<file path="config.mk">
export PLATFORM = sky130hd
export DESIGN_NAME = can_gctl_top
export DESIGN_NICKNAME = d
export VERILOG_FILES = /design/src/rtl/can_gctl_pkg.sv /design/src/rtl/can_gctl_regs.sv /design/src/rtl/can_gctl_ovl.sv /design/src/rtl/can_gctl_stamp.sv /design/src/rtl/can_gctl_enable.sv /design/src/rtl/can_gctl_top.sv
export SDC_FILE = /design/constraint.sdc
export NUM_CORES = 1
export LEC_CHECK = 0
export BUFFER_PORTS_ARGS = -buffer_cell sky130_fd_sc_hd__buf_2
export CELL_PAD_IN_SITES_DETAIL_PLACEMENT = 1
export CELL_PAD_IN_SITES_GLOBAL_PLACEMENT = 1
export CORE_MARGIN = 5
export CORE_UTILIZATION = 36
export DETAILED_ROUTE_END_ITERATION = 12
export GPL_TIMING_DRIVEN = 0
export PLACE_DENSITY_LB_ADDON = 0.25
export SETUP_SLACK_MARGIN = 0.3
export SLEW_MARGIN = 10
export SYNTH_ARGS = -nofsm -noshare
export SYNTH_HDL_FRONTEND = slang
export SYNTH_SLANG_ARGS = --single-unit
export TNS_END_PERCENT = 5
</file>
<file path="constraint.sdc">
create_clock -name clk -period 1.5 [get_ports clk]
set_input_delay 0.075 -clock clk [delete_from_list [all_inputs] [get_ports clk]]
set_output_delay 0.075 -clock clk [all_outputs]
set_load 0.02 [all_outputs]
</file>
<file path="src/rtl/can_gctl_pkg.sv">
`timescale 1ns/1ps
package can_gctl_pkg;

   // Control byte layout, MSB first; the struct order is the bit order.
   typedef struct packed {
      logic abort;
      logic ovld;
      logic ttc;
      logic sync_eof;
      logic listen;
      logic test;
      logic ena;
      logic srst;
   } ctrl_t;

   localparam int unsigned CTRL_W      = 8;
   localparam int unsigned ADDR_CTRL   = 0;
   localparam int unsigned ADDR_STATUS = 1;
   localparam int unsigned ADDR_STAMP  = 2;

endpackage

</file>
<file path="src/rtl/can_gctl_regs.sv">
`timescale 1ns/1ps
module can_gctl_regs
   import can_gctl_pkg::*;
#(
   parameter int unsigned ADDR_W = 4
) (
   input  logic              clk,
   input  logic              rst_n,
   input  logic              bus_we,
   input  logic [ADDR_W-1:0] bus_addr,
   input  logic [CTRL_W-1:0] bus_wdata,
   output ctrl_t             ctrl_q,
   output logic              ctrl_wr,
   output logic              soft_rst,
   output logic              clr_pulse
);

   ctrl_t wr_val;

   assign ctrl_wr  = bus_we && (bus_addr == ADDR_W'(ADDR_CTRL));
   assign wr_val   = ctrl_t'(bus_wdata);
   assign soft_rst = ctrl_wr && wr_val.srst;

   always_ff @(posedge clk or negedge rst_n) begin
      if (!rst_n) begin
         ctrl_q    <= '0;
         clr_pulse <= 1'b0;
      end else if (soft_rst) begin
         ctrl_q    <= '0;
         clr_pulse <= 1'b0;
      end else begin
         clr_pulse <= ctrl_wr && wr_val.abort && !ctrl_q.abort;
         if (ctrl_wr) begin
            ctrl_q      <= wr_val;
            ctrl_q.srst <= 1'b0;
         end
      end
   end

endmodule

</file>
<file path="src/rtl/can_gctl_ovl.sv">
`timescale 1ns/1ps
module can_gctl_ovl (
   input  logic clk,
   input  logic rst_n,
   input  logic soft_rst,
   input  logic ctrl_wr,
   input  logic wr_ovld,
   input  logic rx_done,
   output logic ovl_req
);

   // Priority: soft reset, then a control write, then the served frame.
   always_ff @(posedge clk or negedge rst_n) begin
      if (!rst_n)
         ovl_req <= 1'b0;
      else if (soft_rst)
         ovl_req <= 1'b0;
      else if (ctrl_wr)
         ovl_req <= wr_ovld;
      else if (rx_done)
         ovl_req <= 1'b0;
   end

endmodule

</file>
<file path="src/rtl/can_gctl_stamp.sv">
`timescale 1ns/1ps
module can_gctl_stamp #(
   parameter int unsigned TMR_W = 16
) (
   input  logic             clk,
   input  logic             rst_n,
   input  logic             soft_rst,
   input  logic             ttc,
   input  logic             sync_eof,
   input  logic             evt_sof,
   input  logic             evt_eof_last,
   input  logic [TMR_W-1:0] tmr_value,
   output logic [TMR_W-1:0] stamp_q,
   output logic             strobe
);

   logic hit;

   assign hit = ttc && (sync_eof ? evt_eof_last : evt_sof);

   always_ff @(posedge clk or negedge rst_n) begin
      if (!rst_n) begin
         stamp_q <= '0;
         strobe  <= 1'b0;
      end else if (soft_rst) begin
         stamp_q <= '0;
         strobe  <= 1'b0;
      end else begin
         strobe <= hit;
         if (hit) stamp_q <= tmr_value;
      end
   end

endmodule

</file>
<file path="src/rtl/can_gctl_enable.sv">
`timescale 1ns/1ps
module can_gctl_enable #(
   parameter int unsigned ACK_STAGES = 1
) (
   input  logic clk,
   input  logic rst_n,
   input  logic soft_rst,
   input  logic ack,
   output logic en_status
);

   generate
      if (ACK_STAGES == 1) begin : g_direct
         logic en_q;
         always_ff @(posedge clk or negedge rst_n) begin
            if (!rst_n)        en_q <= 1'b0;
            else if (soft_rst) en_q <= 1'b0;
            else               en_q <= ack;
         end
         assign en_status = en_q;
      end else begin : g_chain
         logic [ACK_STAGES-1:0] pipe;
         always_ff @(posedge clk or negedge rst_n) begin
            if (!rst_n)        pipe <= '0;
            else if (soft_rst) pipe <= '0;
            else               pipe <= {pipe[ACK_STAGES-2:0], ack};
         end
         assign en_status = pipe[ACK_STAGES-1];
      end
   endgenerate

endmodule

</file>
<file path="src/rtl/can_gctl_top.sv">
`timescale 1ns/1ps
module can_gctl_top
   import can_gctl_pkg::*;
#(
   parameter int unsigned ADDR_W     = 4,
   parameter int unsigned TMR_W      = 16,
   parameter int unsigned ACK_STAGES = 1
) (
   input  logic              clk,
   input  logic              rst_n,
   input  logic              bus_we,
   input  logic [ADDR_W-1:0] bus_addr,
   input  logic [7:0]        bus_wdata,
   output logic [7:0]        bus_rdata,
   input  logic [TMR_W-1:0]  tmr_value,
   input  logic              evt_sof,
   input  logic              evt_eof_last,
   input  logic              evt_rx_done,
   input  logic              eng_en_ack,
   output logic              buf_en_clr,
   output logic              ovl_req,
   output logic              ts_strobe,
   output logic              mode_ttc,
   output logic              mode_listen,
   output logic              mode_test,
   output logic              en_cmd,
   output logic              en_status
);

   localparam int unsigned NBYTES = TMR_W / 8;

   generate
      if (TMR_W < 8 || (TMR_W % 8) != 0) begin : g_bad_tmr
         $error("can_gctl_top: TMR_W must be a nonzero multiple of 8");
      end
      if (ACK_STAGES < 1) begin : g_bad_ack
         $error("can_gctl_top: ACK_STAGES must be at least 1");
      end
      if ((ADDR_STAMP + NBYTES) > (1 << ADDR_W)) begin : g_bad_addr
         $error("can_gctl_top: ADDR_W too narrow for the stamp bytes");
      end
   endgenerate

   ctrl_t            ctrl_q;
   logic [7:0]       ctrl_bits;
   logic             ctrl_wr;
   logic             soft_rst;
   logic [TMR_W-1:0] stamp_q;
   logic [7:0]       stamp_byte [NBYTES];

   can_gctl_regs #(.ADDR_W(ADDR_W)) u_regs (
      .clk       (clk),
      .rst_n     (rst_n),
      .bus_we    (bus_we),
      .bus_addr  (bus_addr),
      .bus_wdata (bus_wdata),
      .ctrl_q    (ctrl_q),
      .ctrl_wr   (ctrl_wr),
      .soft_rst  (soft_rst),
      .clr_pulse (buf_en_clr)
   );

   can_gctl_ovl u_ovl (
      .clk      (clk),
      .rst_n    (rst_n),
      .soft_rst (soft_rst),
      .ctrl_wr  (ctrl_wr),
      .wr_ovld  (bus_wdata[6]),
      .rx_done  (evt_rx_done),
      .ovl_req  (ovl_req)
   );

   can_gctl_stamp #(.TMR_W(TMR_W)) u_stamp (
      .clk          (clk),
      .rst_n        (rst_n),
      .soft_rst     (soft_rst),
      .ttc          (ctrl_q.ttc),
      .sync_eof     (ctrl_q.sync_eof),
      .evt_sof      (evt_sof),
      .evt_eof_last (evt_eof_last),
      .tmr_value    (tmr_value),
      .stamp_q      (stamp_q),
      .strobe       (ts_strobe)
   );

   can_gctl_enable #(.ACK_STAGES(ACK_STAGES)) u_enable (
      .clk       (clk),
      .rst_n     (rst_n),
      .soft_rst  (soft_rst),
      .ack       (eng_en_ack),
      .en_status (en_status)
   );

   assign ctrl_bits   = ctrl_q;
   assign mode_ttc    = ctrl_q.ttc;
   assign mode_listen = ctrl_q.listen;
   assign mode_test   = ctrl_q.test;
   assign en_cmd      = ctrl_q.ena;

   generate
      for (genvar gi = 0; gi < NBYTES; gi++) begin : g_bytes
         assign stamp_byte[gi] = stamp_q[8*gi +: 8];
      end
   endgenerate

   always_comb begin
      bus_rdata = '0;
      if (bus_addr == ADDR_W'(ADDR_CTRL))   bus_rdata = ctrl_bits;
      if (bus_addr == ADDR_W'(ADDR_STATUS)) bus_rdata = {7'd0, en_status};
      for (int i = 0; i < NBYTES; i++) begin
         if (bus_addr == ADDR_W'(ADDR_STAMP + i)) bus_rdata = stamp_byte[i];
      end
   end

endmodule

</file>
# == Word level (Yosys, flattened, before mapping) ==
# Cells that the tools add are included.
# W data, S select, Z words.
# totals
inputBits,35
ff_bits,28
# classes
reduce_logical,10
eq_ne,3
mux,15
# ops
op,n
$mux W8,6
$mux W16,2
$eq A4 B2 Y1 const B,2
$mux W1,7
$logic_and A1 B1 Y1,5
$eq A4 B1 Y1 const B,1
$logic_not A4 Y1,1
$reduce_bool A2 Y1,2
$reduce_bool A3 Y1,1
$logic_not A1 Y1,1

# == Depth between registers and ports, before layout ==
# Gate-level depths: netlist of the first run.
# logic_depth
depth_word,5
depth_mapped,6
mapped_depth_nobuf,3

# == Hierarchy ==
# From an unflattened synthesis of the first run, not the netlist that was laid out.
# hier_totals
hier_cells,101
area_unflattened_um2,1318.8
# by_module_without_submodules
module,area_each_um2,cells_each,n_inst
can_gctl_stamp,650.6,40,1
can_gctl_regs,379.1,28,1
can_gctl_top,207.7,27,1
can_gctl_ovl,42.5,4,1
can_gctl_enable,38.8,2,1

# == Worst setup path after synthesis of the first run ==
# No wires, ideal clock.
# synth_path
path_kind,flip-flop to flip-flop
startpoint,"register, netlist name u_regs.ctrl_q[5]"
endpoint,register u_stamp.stamp_q[10]
required_time_ps,1377
arrival_time_ps,1116
path_slack_ps,260
n_path_buf,2
stages_incl_launch_ff,6
setup_ps,123
cell_sequence,dfrtp_1 buf_2 inv_1 buf_2 o21ai_0 a21oi_1
# synth_between
elab_chain_len,2
# synth_rtl
item,line_no,text
$logic_and A1 B1 Y1,can_gctl_stamp.sv:19,assign hit = ttc && (sync_eof ? evt_eof_last : evt_sof);
$reduce_bool A2 Y1 (no source line),-,
end signal: assignment,can_gctl_stamp.sv:30,if (hit) stamp_q <= tmr_value;
end: declaration,can_gctl_stamp.sv:13,"output logic [TMR_W-1:0] stamp_q,"
# No other way between the ends.
# A chain may end at the register's enable or synchronous reset.

# == Worst setup path in the final report of the first run ==
# layout_path
startpoint,"register, netlist name u_regs.ctrl_q[5]"
endpoint,output port bus_rdata[5]
# layout_between
elab_chain_len,4
# layout_rtl
item,line_no,text
$mux W8,can_gctl_top.sv:108,if (bus_addr == ADDR_W'(ADDR_CTRL)) bus_rdata = ctrl_bits;
$mux W8,can_gctl_top.sv:109,"if (bus_addr == ADDR_W'(ADDR_STATUS)) bus_rdata = {7'd0, en_status};"
$mux W8 (2 in a row),can_gctl_top.sv:111,if (bus_addr == ADDR_W'(ADDR_STAMP + i)) bus_rdata = stamp_byte[i];
end: declaration,can_gctl_top.sv:14,"output logic [7:0] bus_rdata,"
# No other way between the ends.

==> results of run 1 <==
[how the worst min path moves through the flow]
| stage | startpoint | to | slack [ns] | depth (start not counted) |
|---|---|---|---|---|
| floorplan | rst_n | u_enable.en_status | -0.22 | 0 |
| global placement | rst_n | u_stamp.stamp_q[8] | 0.12 | 1 |
| detailed placement | rst_n | u_stamp.strobe | 0.12 | 1 |
| CTS | eng_en_ack | u_enable.en_status | 0.007 | 2 |
| global route | eng_en_ack | u_enable.en_status | 0.02 | 2 |
| finish | eng_en_ack | u_enable.en_status | 0.01 | 2 |
[synthesized netlist by cell type]
cell type,number,area (µm²)
mux2_2,9,101
nor3b_1,1,7.51
nand2_1,1,3.75
clkbuf_2,1,5.00
dfrtp_1,27,676
nand3b_1,1,7.51
nor3_1,1,5.00
nand2b_1,1,6.26
nand3_1,23,115
o21ai_0,22,110
nor2b_1,8,50.1
clkbuf_1,1,3.75
buf_4,2,15.0
a21boi_0,1,7.51
mux2i_1,8,80.1
nor3b_2,1,12.5
and2_1,7,43.8
buf_2,4,20.0
nor2_2,1,6.26
nand2_2,1,6.26
o21ai_1,1,5.00
buf_6,3,33.8
a21oi_1,16,80.1
and3_1,1,6.26
inv_1,1,3.75
mux2i_2,1,13.8
[metrics by stage]
step / worst slack, ns / hold slack [ns] / instance area (µm²)
2_1_floorplan: 0.279 / -0.221 / 1430
3_3_place_gp: 0.0860 / 0.117 / 1730
3_5_place_dp: 0.00587 / 0.119 / 1730
4_1_cts: 0.105 / 0.00675 / 1830
5_1_grt: 0.0242 / 0.0248 / 1860
6_report: 0.0934 / 0.0116 / 1860
[power groups by stage]
stage	Combinational, µW	Clock, µW	Sequential (µW)
after CTS	705	436	1050
after detailed placement	654	0	1060
final	726	436	1050
after floorplan	413	0	1040
after global placement	615	0	1050
after global routing	809	467	1070
[layout make-up]
| class | instances | area, µm² | share of cell area |
|---|---|---|---|
| inverter | 1 | 3.75 | 0.00202 |
| buffer | 11 | 88.8 | 0.0479 |
| clock buffer | 4 | 45.0 | 0.0243 |
| tap | 48 | 60.1 | 0.0324 |
| sequential | 27 | 677 | 0.365 |
| multi-input combinational | 105 | 679 | 0.366 |
| timing repair buffer | 55 | 302 | 0.163 |
[cell families after synthesis]
family                 after synthesis  share of synthesized area
DFF                                 27                      0.474
buffers and inverters               12                     0.0571
and+or+nand+nor                     47                      0.190
AOI/OAI and AO/OA                   40                      0.142
muxes                               18                      0.137
[state kept, by name (all words and copies together), names as in the netlist]
| signal | flops |
|---|---|
| u_stamp.stamp_q | 16 |
| u_regs.ctrl_q | 7 |
| u_enable.en_status | 1 |
| u_ovl.ovl_req | 1 |
| u_regs.clr_pulse | 1 |
| u_stamp.strobe | 1 |
[repair_timing]
action,in CTS,in global routing
resized for setup,6,4
endpoints found under the hold margin,27,0
hold buffers,1,0
pin swaps,0,0
buffers inserted,3,3
cloned,0,0
endpoints found under the setup margin,26,23
[per-layer routing]
metal  vias to the layer above  GRT usage  wire [µm]
met3                         5     0.0331        194
met1                       659      0.207       1790
met4                         0     0.0430         48
met2                        31      0.300       2310
li1                        629          -          -
met5                         -          0          0
[worst register-to-register path: cells and delay by family (launching register included)]
kind                   cells  cell delay, ns
flip-flops                 1            0.44
multiplexers               1            0.42
buffers and inverters      1            0.19
AND/OR/NAND/NOR            1            0.10
AO/OA/AOI/OAI              1            0.08
==> results.tsv, run 1 <==
metric	value	unit
Final Skew	0.00408	ns
crit path from	u_regs.ctrl_q[5]	
status	finished, final reports clean	
Die Wd	72.9	µm
vias in the first global route	1382	
RSZ-0062 raised after global routing	yes	
slowest cell delay on critical path	0.41	ns
Final Power	2210	µW
placed insts	240	
largest net degree at the start of global routing	28	
most frequent CP cell	buf_6	
Initial DRC Count	57	
Clock Sinks	27	
Warnings, synthesis	0	
Seq/Total Area, Yosys	0.474	
layout cells sized above 1	0.404	
# port buffers	48	
cell count after synthesis	144	
Initial Util	0.381	
clock network power share	0.197	
Die Y	72.9	µm
hold crit path type	input pin to flip-flop	
Detail Route Antenna Nets	0	
worst-margin pin slew	0.614	ns
CTS root buffer	clkbuf_8	
critical path depth	5	
Via density	5.27	
Final Hold Viols	0	
Worst Reg-to-Reg Cells	4	
CP bufs+invs	2	
Routability Congestion	0.792	
r2r endpoint	u_stamp.stamp_q[5]	
Mapped Area	1430	µm²
DRC	0	
Layout fillers	463	
leading cell type in the layout, fill and taps excluded	buf_2	
Seq cells post-synth	27	
final net count	239	
All-Layer GR Usage	0.168	
DR pass1 iterations	4	
critical path capture point	bus_rdata[5]	
Ports	51	
leakage	0.000895	µW
initial antenna violation count	0	
routed wire length	4350	µm
VDD IR max	0.477	mV
Reg power frac	0.476	
Tcrit/Tclk final	0.938	
placeable core area	3740	µm²
total grt overflow	0	
row count	22	
WS Path Type	flip-flop to primary output	
H-tree levels	1	
Max Clk Rate	711	MHz
pwr dens	1190	nW/µm²
Post-Syn Nets	179	
MaxCap Viol Count	0	
Worst slew margin	0.591	
Longest Clk Path Bufs	2	
CTS tree	built	
Arr. time, crit path	1.33	ns
critical path launch point type	flip-flop	
area grow syn2layout	30.2	%
distinct cell type count of the synthesized netlist	26	
Reg2Reg Launch Point	u_regs.ctrl_q[4]	
syn avg cell area	9.90	µm²
commonest non-fill, non-tap cells in the layout	49 x buf_2, 26 x dfrtp_1, 23 x nand3_1, 21 x o21ai_0, 16 x a21oi_1	
flop2flop setup slack	0.17	ns
Slowest-stage cell, CP	dfrtp_1	
Net Switching	766	µW
worst-path fanout max	4	
# diodes	0	
Finished Layout Cells	251	
Clk Latency, worst-skew pair	0.28	ns
setup violators final	0	
Period minus WS final	1.41	ns
first-pass GRT wire length	6920	µm
Switching Fraction	0.346	
clk slew on worst S/H paths	0.10	ns
Internal Pwr Total	1450	µW
WP data required	1.42	ns
Setup TNS Final	0	ns
Logic pwr share	0.328	
Final Util	0.496	
clock buffer count from CTS	3	
DP HPWL	3230	µm
DR vias	1324	
die footprint	5320	µm²
Critical Path End Type	primary output	
delay-heaviest family, CP	flip-flops	
wire length per cell	17.3	µm
max-slew violations	0	
CP Cell Sequence	buf_6 -> mux2i_1 -> o21ai_1 -> and2_4 -> buf_6	
No activity file was read; power rests on OpenSTA's default activity.
==> run 2: changes to the inputs <==
Settings changed: CELL_PAD_IN_SITES_DETAIL_PLACEMENT 1 to unset, CELL_PAD_IN_SITES_GLOBAL_PLACEMENT 1 to unset, CORE_UTILIZATION 36 to 49.
==> run 2 against run 1 <==
Net effect: the run now ends with negative hold slack left; wire length decreased by 8.9%; power decreased by 3.3%; first-iteration DRC count increased by 40%; critical path depth unchanged; clock skew decreased by 0.0017 ns; setup slack got worse by 0.056 ns; hold slack got worse by 0.015 ns; critical path type unchanged; critical endpoint unchanged; largest power group unchanged.
==> results.tsv, run 2 (synthesis results as in run 1) <==
metric	value	unit	change
clock network power share	0.148		-0.049
placed inst area	1710	µm²	-1.2%
Final Skew	0.00239	ns	-0.00170 ns
worst-path fanout max	4		unchanged
Finished Layout Cells	245		-2.4%
VDD IR max	0.723	mV	+51%
Layout fillers	217		-53%
clk slew on worst S/H paths	0.15	ns	+0.05 ns
failing checks	negative hold slack		
Critical Path End Type	primary output		
total grt overflow	0		unchanged
hold crit path type	input pin to flip-flop		
routed wire length	3960	µm	-8.9%
setup violators final	0		unchanged
MaxCap Viol Count	0		unchanged
All-Layer GR Usage	0.190		+0.0221
critical path launch point type	flip-flop		
# diodes	0		unchanged
Initial DRC Count	80		+40%
first-pass GRT wire length	6390	µm	-7.7%
area of the multi-input gates	719	µm²	+5.9%
Setup TNS Final	0	ns	unchanged
Final Util	0.717		+0.221
# port buffers	48		unchanged
Longest Clk Path Bufs	2		unchanged
Switching Fraction	0.348		+0.00247
Die Wd	63.9	µm	-12%
DP HPWL	2750	µm	-15%
hold slack	-0.00313	ns	-0.0148 ns
Period minus WS final	1.46	ns	+0.0564 ns
leakage	0.000945	µW	+5.6%
H-tree levels	1		unchanged
status	complete, but fails checks		
Worst slew margin	0.602		+0.0115
leading cell type in the layout, fill and taps excluded	buf_2		
layout cells sized above 1	0.411		+0.00727
Detail Route Antenna Nets	0		unchanged
Clk Latency, worst-skew pair	0.32	ns	+0.04 ns
Arr. time, crit path	1.39	ns	+0.06 ns
Ports	51		unchanged
Logic pwr share	0.366		+0.038
Reg power frac	0.486		+0.010
Final Hold Viols	3		+3
worst-margin pin slew	0.597	ns	-0.0173 ns
commonest non-fill, non-tap cells in the layout	46 x buf_2, 26 x dfrtp_1, 21 x nand3_1, 16 x o21ai_0		
max-slew violations	0		unchanged
largest net degree at the start of global routing	28		unchanged
Internal Pwr Total	1400	µW	-3.6%
Tcrit/Tclk final	0.975		+0.0376
Largest register FFs	16		unchanged
DR vias	1399		+5.7%
vias in the first global route	1458		+5.5%
final net count	250		+4.6%
WP data required	1.42	ns	about the same
Final Instance Area	1990	µm²	+7.5%
Seq. cell area	677	µm²	unchanged
placeable core area	2780	µm²	-26%
Max Clk Rate	684	MHz	-3.9%
placed insts	223		-7.1%
Net Switching	746	µW	-2.6%
Routability Congestion	0.822		+3.8%
clock buffer count from CTS	3		unchanged
DRC	0		unchanged
area grow syn2layout	39.9	%	
CTS tree	built		
DR pass1 iterations	4		unchanged
Via density	5.71		+8.3%
Die Y	63.9	µm	-12%
Clock Sinks	27		unchanged
WS Path Type	flip-flop to primary output		
wire length per cell	16.2	µm	-6.7%
row count	19		-14%
die footprint	4090	µm²	-23%
most flop-heavy register	u_stamp.stamp_q		
CTS root buffer	clkbuf_4		
initial antenna violation count	0		unchanged
Largest regs	u_stamp.stamp_q x16, u_regs.ctrl_q x7		
Initial Util	0.512		+0.132
pwr dens	1070	nW/µm²	-10%
RSZ-0062 raised after global routing	yes		
==> run 2: changes by cell type in the layout (fill, tap and decap cells not counted), sizes merged <==
cell and change:
dlygate4sd3 +13, clkbuf -2, buf -1, clkinv +1
==> run 2: area by class of cell <==
cell class	instances	share of cell area
multi-input cells	105	0.361
flip-flops and latches	27	0.339
repair buffers	66	0.215
plain buffers	11	0.0502
well taps	31	0.0194
clock buffers	3	0.0113
clock inverters	1	0.00251
inverters	1	0.00188
==> run 2: per-stage QoR <==
stage | total power, µW | setup slack, ns
global placement | 1650 | 0.0643
global route | 2290 | -0.0532
CTS | 2070 | 0.0471
detailed placement | 1690 | 0.00193
finish | 2140 | 0.0371
floorplan | 1450 | 0.279
==> run 2: critical path, cell delays in order, from the launching register on <==
cell     delay [ns]
dfrtp_1        0.44
buf_6          0.14
mux2i_1        0.11
o21ai_1        0.07
and2_1         0.18
buf_6          0.13
==> run 2: per-layer routing <==
metal	global-route usage	share of wire	vias to the layer above
met3	0.0315	0.068	12
met4	0.0805	0.025	0
met2	0.329	0.51	60
li1	-	-	656
met1	0.233	0.40	671
met5	0	0	-
==> run 2: path summary, 6_finish.rpt <==
check | startpoint | end | slack, ns | cells after the start
worst max register to register | u_regs.ctrl_q[5] | u_stamp.stamp_q[13] | 0.11 | 5
worst max-delay path | u_regs.ctrl_q[5] | bus_rdata[5] | 0.04 | 5
min in group asynchronous | rst_n | u_ovl.ovl_req | 0.27 | 2
worst min register to register | u_stamp.stamp_q[5] | u_stamp.stamp_q[5] | 0.55 | 2
worst min-delay path | tmr_value[10] | u_stamp.stamp_q[10] | -0.003 | 3
max in group asynchronous | rst_n | u_regs.ctrl_q[4] | 0.81 | 2
==> run 2: power by group through the flow <==
stage	logic, µW	registers (µW)	clock network, µW
after floorplan	413	1040	0
after global placement	616	1030	0
after detailed placement	640	1050	0
after CTS	716	1030	322
after global routing	865	1060	359
final	785	1040	316
==> run 2: repair_timing <==
| action | in CTS | in global routing |
|---|---|---|
| endpoints found under the setup margin | 26 | 24 |
| hold endpoints to repair | 36 | 4 |
| hold buffers | 10 | 4 |
| buffers inserted | 4 | 0 |
| resized for setup | 9 | 23 |
| pin swaps | 0 | 6 |
==> run 3: changes to the inputs <==
Settings changed: REMOVE_ABC_BUFFERS set to 1.
Clock period 1.5 ns to 1.65 ns, I/O delays scaled along.
==> run 3 against run 2 <==
Net effect: the run now ends clean; largest cell class is now sequential cells; critical endpoint is now bus_rdata[4]; critical path depth decreased by 1; critical path type unchanged; non-clock buffer count is 15 lower; setup slack improved by 0.22 ns.
==> results.tsv, run 3 (synthesis results as in run 1) <==
metric	value	unit	change
status	finished, final reports clean		
CP bufs+invs	1		-1
Critical Path End Type	primary output		
setup violators final	0		unchanged
wire length per cell	14.9	µm	-7.8%
Reg power frac	0.512		+0.026
crit path from	u_regs.ctrl_q[4]		
CP Cell Sequence	mux2i_1 -> o21ai_1 -> and2_1 -> buf_6		
layout cells sized above 1	0.372		-0.0394
# diodes	0		unchanged
end of the worst hold path	u_stamp.stamp_q[0]		
delay-heaviest family, CP	flip-flops		
MaxCap Viol Count	0		unchanged
Period minus WS final	1.39	ns	
Switching Fraction	0.333		-0.0148
WS Path Type	flip-flop to primary output		
Net Switching	606	µW	-19%
Worst Reg-to-Reg Cells	4		-1
commonest non-fill, non-tap cells in the layout	48 x buf_2, 25 x dfrtp_1, 23 x nand3_1, 20 x o21ai_0, 16 x a21oi_1		
clock buffer count from CTS	3		unchanged
Longest Clk Path Bufs	2		unchanged
Logic pwr share	0.336		-0.030
DP HPWL	2390	µm	-13%
hold depth	3		unchanged
critical path launch point type	flip-flop		
placeable core area	2780	µm²	unchanged
H-tree levels	1		unchanged
most flop-heavy register	u_stamp.stamp_q		
WP data required	1.57	ns	+0.15 ns
routed wire length	3430	µm	-13%
max-slew violations	0		unchanged
clk slew on worst S/H paths	0.14	ns	about the same
CTS tree	built		
first-pass GRT wire length	5460	µm	-14%
All-Layer GR Usage	0.164		-0.0261
r2r endpoint	u_stamp.stamp_q[15]		
DR vias	1265		-9.6%
leakage	0.000866	µW	-8.4%
Final Skew	0.00716	ns	+0.00477 ns
hold slack	0.00658	ns	+0.00971 ns
Largest register FFs	16		unchanged
Die Wd	63.9	µm	unchanged
flop2flop setup slack	0.28	ns	+0.17 ns
initial antenna violation count	0		unchanged
Final Instance Area	1810	µm²	-9.3%
row count	19		unchanged
Initial DRC Count	27		-66%
largest net degree at the start of global routing	28		unchanged
Clock Sinks	27		unchanged
total grt overflow	0		unchanged
Via density	5.50		-3.7%
Clk Latency, worst-skew pair	0.32	ns	about the same
area grow syn2layout	26.9	%	
Worst slew margin	0.573		-0.0287
GR Layer Usage met3	0.0333		+0.00175
Max Clk Rate	720	MHz	
hold crit path type	input pin to flip-flop		
Ports	51		unchanged
DRC	0		unchanged
pwr dens	1000	nW/µm²	-6.5%
Routability Congestion	0.729		-11%
die footprint	4090	µm²	unchanged
slowest cell delay on critical path	0.46	ns	+0.02 ns
met2 Track Usage GR	0.285		-0.0440
Slowest-stage cell, CP	dfrtp_2		
VDD IR max	0.743	mV	+2.8%
Tcrit/Tclk final	0.842		
Internal Pwr Total	1210	µW	-13%
Layout fillers	244		+12%
Reg2Reg Launch Point	u_regs.ctrl_q[4]		
final net count	235		-6.0%
Detail Route Antenna Nets	0		unchanged
# port buffers	50		+4.2%
CTS root buffer	clkbuf_4		
Die Y	63.9	µm	unchanged
worst-margin pin slew	0.640	ns	+0.0431 ns
met1 usage	0.203		-0.0299
Largest regs	u_stamp.stamp_q x16, u_regs.ctrl_q x7		
Worst Hold Launch	tmr_value[0]		
Setup TNS Final	0	ns	unchanged
Arr. time, crit path	1.31	ns	-0.08 ns
DR pass1 iterations	4		unchanged
vias in the first global route	1205		-17%
leading cell type in the layout, fill and taps excluded	buf_2		
placed inst area	1640	µm²	-4.1%
worst-path fanout max	3		-1
Initial Util	0.512		unchanged
Final Hold Viols	0		-3
RSZ-0062 raised after global routing	yes		
GRT Max-Usage Layer	met2		
clock network power share	0.153		+0.005
==> run 3: cell types whose count changed in the layout (fill, tap and decap cells not counted), moves of 3 or more <==
cell | before | now
dlygate4sd3_1 | 14 | 7
buf_6 | 7 | 2
o21ai_0 | 16 | 20
buf_4 | 7 | 4
o21ai_1 | 6 | 3
==> run 3: layout make-up <==
| cell class | instances | area (µm²) | share of cell area |
|---|---|---|---|
| clock buffers | 3 | 22.5 | 0.0125 |
| clock inverters | 1 | 5.00 | 0.00277 |
| inverters | 1 | 3.75 | 0.00208 |
| multi-input cells | 105 | 677 | 0.374 |
| flip-flops and latches | 27 | 678 | 0.375 |
| well taps | 31 | 38.8 | 0.0215 |
| repair buffers | 62 | 383 | 0.212 |
==> run 3: power by group through the flow <==
stage	sequential [µW]	clock, µW	combinational, µW
6_report	930	277	609
5_1_grt	948	314	684
4_1_cts	929	284	594
3_5_place_dp	968	0	511
3_3_place_gp	956	0	491
2_1_floorplan	963	0	314
==> run 3: timing repair <==
action,4_1_cts,5_1_grt
setup endpoints to repair,25,24
hold endpoints to repair,29,4
gates resized for setup,6,3
setup buffers,3,2
hold buffers,3,4
pin swaps,0,1
==> run 3: per-layer routing <==
| layer | up-vias | share of wire |
|---|---|---|
| met5 | - | 0 |
| met4 | 0 | 0.0055 |
| met3 | 2 | 0.055 |
| met2 | 35 | 0.53 |
| met1 | 603 | 0.41 |
| li1 | 625 | - |
==> run 3: how the worst max path moves through the flow <==
stage | endpoint | slack (ns) | depth (start not counted)
final | bus_rdata[4] | 0.26 | 4
after floorplan | u_stamp.stamp_q[0] | 0.26 | 3
after detailed placement | u_stamp.stamp_q[6] | 0.003 | 3
after global placement | u_stamp.stamp_q[9] | 0.1 | 3
after global routing | bus_rdata[5] | 0.18 | 4
after CTS | bus_rdata[4] | 0.25 | 4
==> run 3: worst reg2reg max path: stages, from the launching register on <==
cell     delay, ns
dfrtp_2       0.46
buf_12        0.14
mux2_2        0.42
nand3_1       0.13
a21oi_1       0.14
==> run 3: through the flow <==
stage	util	total power, µW	std cells	setup slack, ns
global route	0.650	1950	230	0.180
detailed placement	0.588	1480	214	0.00318
finish	0.650	1820	230	0.261
floorplan	-	1280	133	0.265
global placement	0.588	1450	214	0.0955
CTS	0.628	1810	224	0.249
